==> config.mk <==
export PLATFORM = sky130hd
export DESIGN_NAME = vid_irq_lock_top
export DESIGN_NICKNAME = d
export VERILOG_FILES = /design/src/rtl/vid_irq_pkg.sv /design/src/rtl/sof_align_det.sv /design/src/rtl/irq_evt_bit.sv /design/src/rtl/irq_reg_port.sv /design/src/rtl/vid_irq_lock_top.sv
export SDC_FILE = /design/constraint.sdc
export NUM_CORES = 1
export LEC_CHECK = 0
export CAP_MARGIN = 20
export CORE_MARGIN = 5
export CORE_UTILIZATION = 20
export DETAILED_ROUTE_END_ITERATION = 10
export PLACE_DENSITY_LB_ADDON = 0.25
export SYNTH_ARGS = -nofsm -noshare
export SYNTH_HDL_FRONTEND = slang
export SYNTH_SLANG_ARGS = --single-unit
==> constraint.sdc <==
create_clock -name clk -period 0.9 [get_ports clk]
set_clock_uncertainty 0.2 [all_clocks]
set_input_delay 0.135 -clock clk [delete_from_list [all_inputs] [get_ports clk]]
set_output_delay 0.135 -clock clk [all_outputs]
set_load 0.02 [all_outputs]
==> src/rtl/vid_irq_pkg.sv <==
package vid_irq_pkg;
    localparam int DATA_W   = 32;
    localparam int ADDR_W   = 2;
    localparam int NUM_SRC  = 2;
    localparam int EVT_LSB  = 1;
    localparam int IDX_MODE = 0;
    localparam int IDX_LOCK = 1;

    typedef logic [NUM_SRC-1:0] src_vec_t;

    typedef enum logic [1:0] {
        REG_CTRL = 2'd0,
        REG_STAT = 2'd1
    } reg_sel_e;

    function automatic logic [DATA_W-1:0] place_bits(input src_vec_t v);
        return DATA_W'(v) << EVT_LSB;
    endfunction

    function automatic src_vec_t pick_bits(input logic [DATA_W-1:0] d);
        return d[EVT_LSB +: NUM_SRC];
    endfunction
endpackage

==> src/rtl/sof_align_det.sv <==
module sof_align_det (
    input  logic clk,
    input  logic rst,
    input  logic sof_gen_i,
    input  logic sof_ref_i,
    output logic lock_evt_o
);
    logic aligned_q;
    logic both;
    logic lone;

    assign both       = sof_gen_i & sof_ref_i;
    assign lone       = sof_gen_i ^ sof_ref_i;
    assign lock_evt_o = both & ~aligned_q;

    always_ff @(posedge clk) begin
        if (rst) begin
            aligned_q <= 1'b0;
        end else if (both) begin
            aligned_q <= 1'b1;
        end else if (lone) begin
            aligned_q <= 1'b0;
        end
    end

    assert_coincide_aligns_R3: assert property (@(posedge clk) disable iff (rst)
        (sof_gen_i && sof_ref_i) |=> aligned_q);
    assert_lone_unaligns_R5: assert property (@(posedge clk) disable iff (rst)
        (sof_gen_i != sof_ref_i) |=> !aligned_q);
    assert_no_repeat_lock_R4: assert property (@(posedge clk) disable iff (rst)
        (sof_gen_i && sof_ref_i && $past(sof_gen_i && sof_ref_i)) |-> !lock_evt_o);
endmodule

==> src/rtl/irq_evt_bit.sv <==
module irq_evt_bit (
    input  logic clk,
    input  logic rst,
    input  logic evt_i,
    input  logic clr_i,
    output logic stat_o
);
    logic stat_q;

    always_ff @(posedge clk) begin
        if (rst) begin
            stat_q <= 1'b0;
        end else if (evt_i) begin
            stat_q <= 1'b1;
        end else if (clr_i) begin
            stat_q <= 1'b0;
        end
    end

    assign stat_o = stat_q;

    assert_event_wins_R9: assert property (@(posedge clk) disable iff (rst)
        evt_i |=> stat_q);
    assert_w1c_clears_R8: assert property (@(posedge clk) disable iff (rst)
        (clr_i && !evt_i) |=> !stat_q);
    assert_idle_holds_R8: assert property (@(posedge clk) disable iff (rst)
        (!clr_i && !evt_i) |=> $stable(stat_q));
endmodule

==> src/rtl/irq_reg_port.sv <==
module irq_reg_port
    import vid_irq_pkg::*;
(
    input  logic              clk,
    input  logic              rst,
    input  logic              wr_i,
    input  logic [ADDR_W-1:0] addr_i,
    input  logic [DATA_W-1:0] wdata_i,
    input  src_vec_t          stat_i,
    output src_vec_t          en_o,
    output src_vec_t          clr_o,
    output logic [DATA_W-1:0] rdata_o
);
    src_vec_t en_q;
    logic     hit_ctrl;
    logic     hit_stat;

    assign hit_ctrl = wr_i && (addr_i == REG_CTRL);
    assign hit_stat = wr_i && (addr_i == REG_STAT);

    always_ff @(posedge clk) begin
        if (rst) begin
            en_q <= '0;
        end else if (hit_ctrl) begin
            en_q <= pick_bits(wdata_i);
        end
    end

    assign clr_o = hit_stat ? pick_bits(wdata_i) : '0;
    assign en_o  = en_q;

    always_comb begin
        rdata_o = '0;
        if (addr_i == REG_CTRL) begin
            rdata_o = place_bits(en_q);
        end else if (addr_i == REG_STAT) begin
            rdata_o = place_bits(stat_i);
        end
    end

    assert_ctrl_store_R6: assert property (@(posedge clk) disable iff (rst)
        hit_ctrl |=> (en_q == pick_bits($past(wdata_i))));
    assert_ctrl_hold_R10: assert property (@(posedge clk) disable iff (rst)
        !hit_ctrl |=> $stable(en_q));
endmodule

==> src/rtl/vid_irq_lock_top.sv <==
module vid_irq_lock_top
    import vid_irq_pkg::*;
(
    input  logic              clk,
    input  logic              rst,
    input  logic              mode_upd,
    input  logic              sof_gen,
    input  logic              sof_ref,
    input  logic              reg_wr,
    input  logic [ADDR_W-1:0] reg_addr,
    input  logic [DATA_W-1:0] reg_wdata,
    output logic [DATA_W-1:0] reg_rdata,
    output logic              irq
);
    src_vec_t evt;
    src_vec_t clr;
    src_vec_t stat;
    src_vec_t en;
    logic     lock_evt;

    sof_align_det u_align (
        .clk        (clk),
        .rst        (rst),
        .sof_gen_i  (sof_gen),
        .sof_ref_i  (sof_ref),
        .lock_evt_o (lock_evt)
    );

    always_comb begin
        evt           = '0;
        evt[IDX_MODE] = mode_upd;
        evt[IDX_LOCK] = lock_evt;
    end

    for (genvar g = 0; g < NUM_SRC; g++) begin : g_src
        irq_evt_bit u_bit (
            .clk    (clk),
            .rst    (rst),
            .evt_i  (evt[g]),
            .clr_i  (clr[g]),
            .stat_o (stat[g])
        );
    end

    irq_reg_port u_regs (
        .clk     (clk),
        .rst     (rst),
        .wr_i    (reg_wr),
        .addr_i  (reg_addr),
        .wdata_i (reg_wdata),
        .stat_i  (stat),
        .en_o    (en),
        .clr_o   (clr),
        .rdata_o (reg_rdata)
    );

    assign irq = |(en & stat);

    assert_mode_sets_R2: assert property (@(posedge clk) disable iff (rst)
        mode_upd |=> stat[IDX_MODE]);
    assert_masked_quiet_R7: assert property (@(posedge clk) disable iff (rst)
        (en == '0) |-> !irq);
endmodule

Word level (Yosys, flattened, before mapping)

Index checks and enable logic that the tools add are counted.

Flip-flop bits (word level): 5

Multiplexer cells: 9
Equality and inequality tests: 1
Bitwise operators: 5
Reduce and logical (&&, ||, !) cells: 7

Operator list:

| kind                 | count |
|---|---|
| $mux W32             | 1 |
| $mux W1              | 6 |
| $reduce_bool A2 Y1   | 3 |
| $mux W3              | 1 |
| $and A1 B1 Y1        | 2 |
| $and A2 B2 Y2        | 1 |
| $eq A2 B1 Y1 const B | 1 |
| $logic_and A1 B1 Y1  | 2 |
| $logic_not A2 Y1     | 1 |
| $mux W2              | 1 |
| $reduce_or A2 Y1     | 1 |
| $not A1 Y1           | 1 |
| $xor A1 B1 Y1        | 1 |

Logic depth before layout (Yosys ltp)

Depth in word-level cells: 5
Depth in mapped cells: 2
Mapped depth without buffers: 2

Hierarchy

Synthesis repeated with hierarchy kept, for this count alone.

Cells, all modules: 61
Area, all modules: 509.2 um^2

Modules (own cells, without submodules):

| module           | cells an instance | area each (um^2) | times used |
|---|---|---|---|
| irq_reg_port     | 47                | 381.6            | 1 |
| irq_evt_bit      | 4                 | 38.8             | 2 |
| sof_align_det    | 5                 | 41.3             | 1 |
| vid_irq_lock_top | 1                 | 8.8              | 1 |

Worst setup path before layout

Ideal clock, no wire load.

Path kind: register to register
Start point: register, netlist name u_align.aligned_q
End point: register u_align.aligned_q
Arrival: 0.747 ns
Cell stages (with the launch flop): 3
Library setup time: 0.070 ns
Path slack: -0.117 ns
Data required time: 0.630 ns
Path buffers: 0
Path through: dfxtp_1 -> or3b_1 -> a21oi_1

RTL lines:

| item                 | RTL line            | text |
|---|---|---|
| end signal, assigned | sof_align_det.sv:18 | `aligned_q <= 1'b0;` |
| end signal, assigned | sof_align_det.sv:20 | `aligned_q <= 1'b1;` |
| end signal, assigned | sof_align_det.sv:22 | `aligned_q <= 1'b0;` |
| end, declared        | sof_align_det.sv:8  | `logic aligned_q;` |

Final worst setup path

Start point: register g_src[0].u_bit.stat_q
End point: output irq

Word-level cells in the longest chain between the ends: 2

RTL lines:

| item                   | RTL line               | text |
|---|---|---|
| start, declared        | irq_evt_bit.sv:8       | `logic stat_q;` |
| start signal, assigned | irq_evt_bit.sv:12      | `stat_q <= 1'b0;` |
| start signal, assigned | irq_evt_bit.sv:14      | `stat_q <= 1'b1;` |
| start signal, assigned | irq_evt_bit.sv:16      | `stat_q <= 1'b0;` |
| $and A2 B2 Y2          | vid_irq_lock_top.sv:57 | `assign irq = \|(en & stat);` |
| $reduce_or A2 Y1       | vid_irq_lock_top.sv:57 |  |
| end, declared          | vid_irq_lock_top.sv:13 | `output logic irq` |

Every way passes these cells.

==> impl_metrics.toml <==
[outcome]
outcome = "finished, violations left"
failed_checks = "setup timing"

[logic_synthesis]
synth.most_common_cell = "sky130_fd_sc_hd__buf_4"
netlist.area_leader.share = 0.4627
yosys.cell_types.count = 15
number_of_synthesized_flops_with_an_enable_pin = 0
list_of_most_frequent_post_synthesis_cells = "sky130_fd_sc_hd__buf_4 (30), sky130_fd_sc_hd__dfxtp_1 (5), sky130_fd_sc_hd__nand2b_1 (5)"
most_area_consuming_cells_after_synthesis = "sky130_fd_sc_hd__buf_4 (46%), sky130_fd_sc_hd__dfxtp_1 (21%), sky130_fd_sc_hd__mux2i_1 (8.2%), sky130_fd_sc_hd__nand2b_1 (6.4%), sky130_fd_sc_hd__nor3b_2 (2.6%)"
count_of_mapped_cells_out_of_synthesis = 57
synth-async-reset-ratio = 0
synth_seq_area_share = 0.2057
synth_area_sq_um = 486.7
synth_top_flop_cell = "sky130_fd_sc_hd__dfxtp_1"
yosysWarningCount = 0
ys_ff_latch = 5
synthDominantAreaCellType = "sky130_fd_sc_hd__buf_4"
syn_avg_cell_area_sq_um = 8.539

[grt]
grt_use_total = 0.04931
antenna_found_initial = 0
grt_max_degree = 9
grt_overflow = 0
first_pass_grt_wire_length_um = 1242
first_global_vias = 282

[clocking]
tritoncts = "done"
cts_setup_buffers = 0
cts_num_sinks = 5
worst_skew_pair.late_latency_ps = 240
clock_tree.htree_level_count = 1
clkSlewWorstSetupHoldPaths_ps = 40
tritoncts_buffers = 3
cts-root-buf = "sky130_fd_sc_hd__clkbuf_4"
maximum_count_of_clock_buffers_along_a_single_path = 2

[place]
finalWeightedCongestion = 0.7152
io_buf_count = 12
post_detailed_placement_cell_area_sq_um = 563.0
place.detailed.hpwl_um = 805.7
dp_cells = 99

[worst_setup_path]
worst-endpoint-required_ps = 560
cp.arrival_ps = 940
timing.critical_path.fanout_max = 3
crit_path_top_delay_cell = "sky130_fd_sc_hd__dfxtp_2"
worstSetupStartpointType = "register"
setup.worst_path.end_class = "primary output"
worst-setup-path-type = "reg -> out"
cpPeakStageDelay_ps = 320
critical_path.cell_chain = "a22o_4 > buf_6"

[sta]
grt_setup_unrepaired = "true"
layout_worst_path_cycle_share = 1.412
final_report_hold_violation_count = 0
maximum_clock_frequency_ghz = 0.7867
timing.final.ws_setup_ps = -371.1
maxSlewViolCount = 0
timing.final.setup_violations = 4
period_needed_ps = 1271

[floorplan]
die_w_um = 59.33
initial_core_util = 0.2139
placeable_area_sq_um = 2276
die_height_um = 59.33
core.rowCount = 17
dieArea_sq_um = 3520
num_io_pins = 73

[layout]
n_fill_cell = 254
layout-drive-gt1-share = 0.3067
multi_input_comb_area_sq_um = 311.5
postLayoutCoreUtil = 0.2699
antennaDiodeCount = 0
instances_no_fill = 103
nNetsFinal = 116
design_area_sq_um = 614.3
area_growth_pct = 26.22
seq_area_sq_um = 106.4

[routing]
drtAntennaViolNets = 0
vias_per_cell = 3.379
wl_per_cell_um = 8.816
route.final.wire_length_um = 908
detailroute.via_count = 348
initial_drc_count = 3
drcViolationCount = 0
first_pass_iters = 3

[power_and_ir_drop]
power_density_nw_per_um2 = 1211
static-leakage-power_nw = 0.3089
p_total_mw = 0.7441
irDropWorstVdd_v = 0.0003548

[job]
cap_violations = 0

[hold_path]
hold_class = "in -> reg"
stage by stage:
| stage | setup WS, ps | setup TNS, ps | hold WS [ps] |
|---|---|---|---|
| 2_1_floorplan | -99.97 | -224.6 | 0.3243 |
| 3_3_place_gp | -904.7 | -5152 | 240.2 |
| 3_5_place_dp | -941.6 | -5216 | 246.7 |
| 4_1_cts | -386.0 | -1269 | 31.37 |
| 5_1_grt | -413.1 | -1400 | 45.32 |
| 6_report | -371.1 | -1219 | 38.87 |
cells in the final DEF (no fill, tap or decap), types with 2 or more instances in the layout:
master                          synthesis  layout
sky130_fd_sc_hd__conb_1                 1      30
sky130_fd_sc_hd__clkbuf_4               0       3
sky130_fd_sc_hd__buf_6                  0       5
sky130_fd_sc_hd__mux2i_1                4       4
sky130_fd_sc_hd__nor2_2                 0       2
sky130_fd_sc_hd__nand2b_1               5       4
sky130_fd_sc_hd__dlygate4sd2_1          0       7
sky130_fd_sc_hd__dfxtp_2                0       5
sky130_fd_sc_hd__buf_2                  0       2
worst max-delay path, delay by kind of cell (launching register included):
kind | cells | cell delay [ps]
buf+inv | 1 | 130
flops | 1 | 320
compound gates | 1 | 250
path summary, 6_finish.rpt:
path	start	endpoint	slack, ps	cells past startpoint
max	g_src[0].u_bit.stat_o$_SDFFE_PP0P_	irq	-370	2
min	reg_addr[0]	g_src[0].u_bit.stat_o$_SDFFE_PP0P_	40	3
max reg2reg	u_align.aligned_q$_SDFFE_PP0P_	u_align.aligned_q$_SDFFE_PP0P_	-160	2
min reg2reg	u_align.aligned_q$_SDFFE_PP0P_	g_src[1].u_bit.stat_o$_SDFFE_PP0P_	230	1
layout make-up:
cell class | instances | share of cell area
clock buffers | 4 | 0.04277
multi-input cells | 51 | 0.5071
flip-flops and latches | 5 | 0.1731
well taps | 28 | 0.05703
repair buffers | 15 | 0.2200
state kept, by name, indices dropped and copies added (netlist names):
register and cells:
u_regs.en_o 2, u_align.aligned_q 1, g_src.u_bit.stat_o 2
per-layer routing:
metal / wire, um / vias up / track usage / part of all wire
li1: - / 168 / - / -
met4: 0 / 0 / 0.02913 / 0
met3: 174 / 0 / 0.03486 / 0.19
met2: 443 / 26 / 0.06708 / 0.49
met1: 290 / 154 / 0.05520 / 0.32
met5: 0 / - / 0 / 0
timing repair:
item / CTS / global route
setup endpoints to repair: 8 / 6
gates cloned: 0 / 0
pin swaps: 6 / 0
hold buffers: 0 / 0
gates resized for setup: 40 / 3
where the power goes:
group          switching [mW]  internal (mW)
logic                   0.162         0.0722
clock network          0.0942          0.168
registers              0.0108          0.237
total                   0.267          0.477
cells by family after synthesis:
group	count (synthesis)	share of synthesized area
muxes	4	0.08227
AOI/OAI and AO/OA	4	0.06170
DFF	5	0.2057
and+or+nand+nor	13	0.1799
buffers and inverters	30	0.4627
other	1	0.007705
No activity file was read; power rests on OpenSTA's default activity.
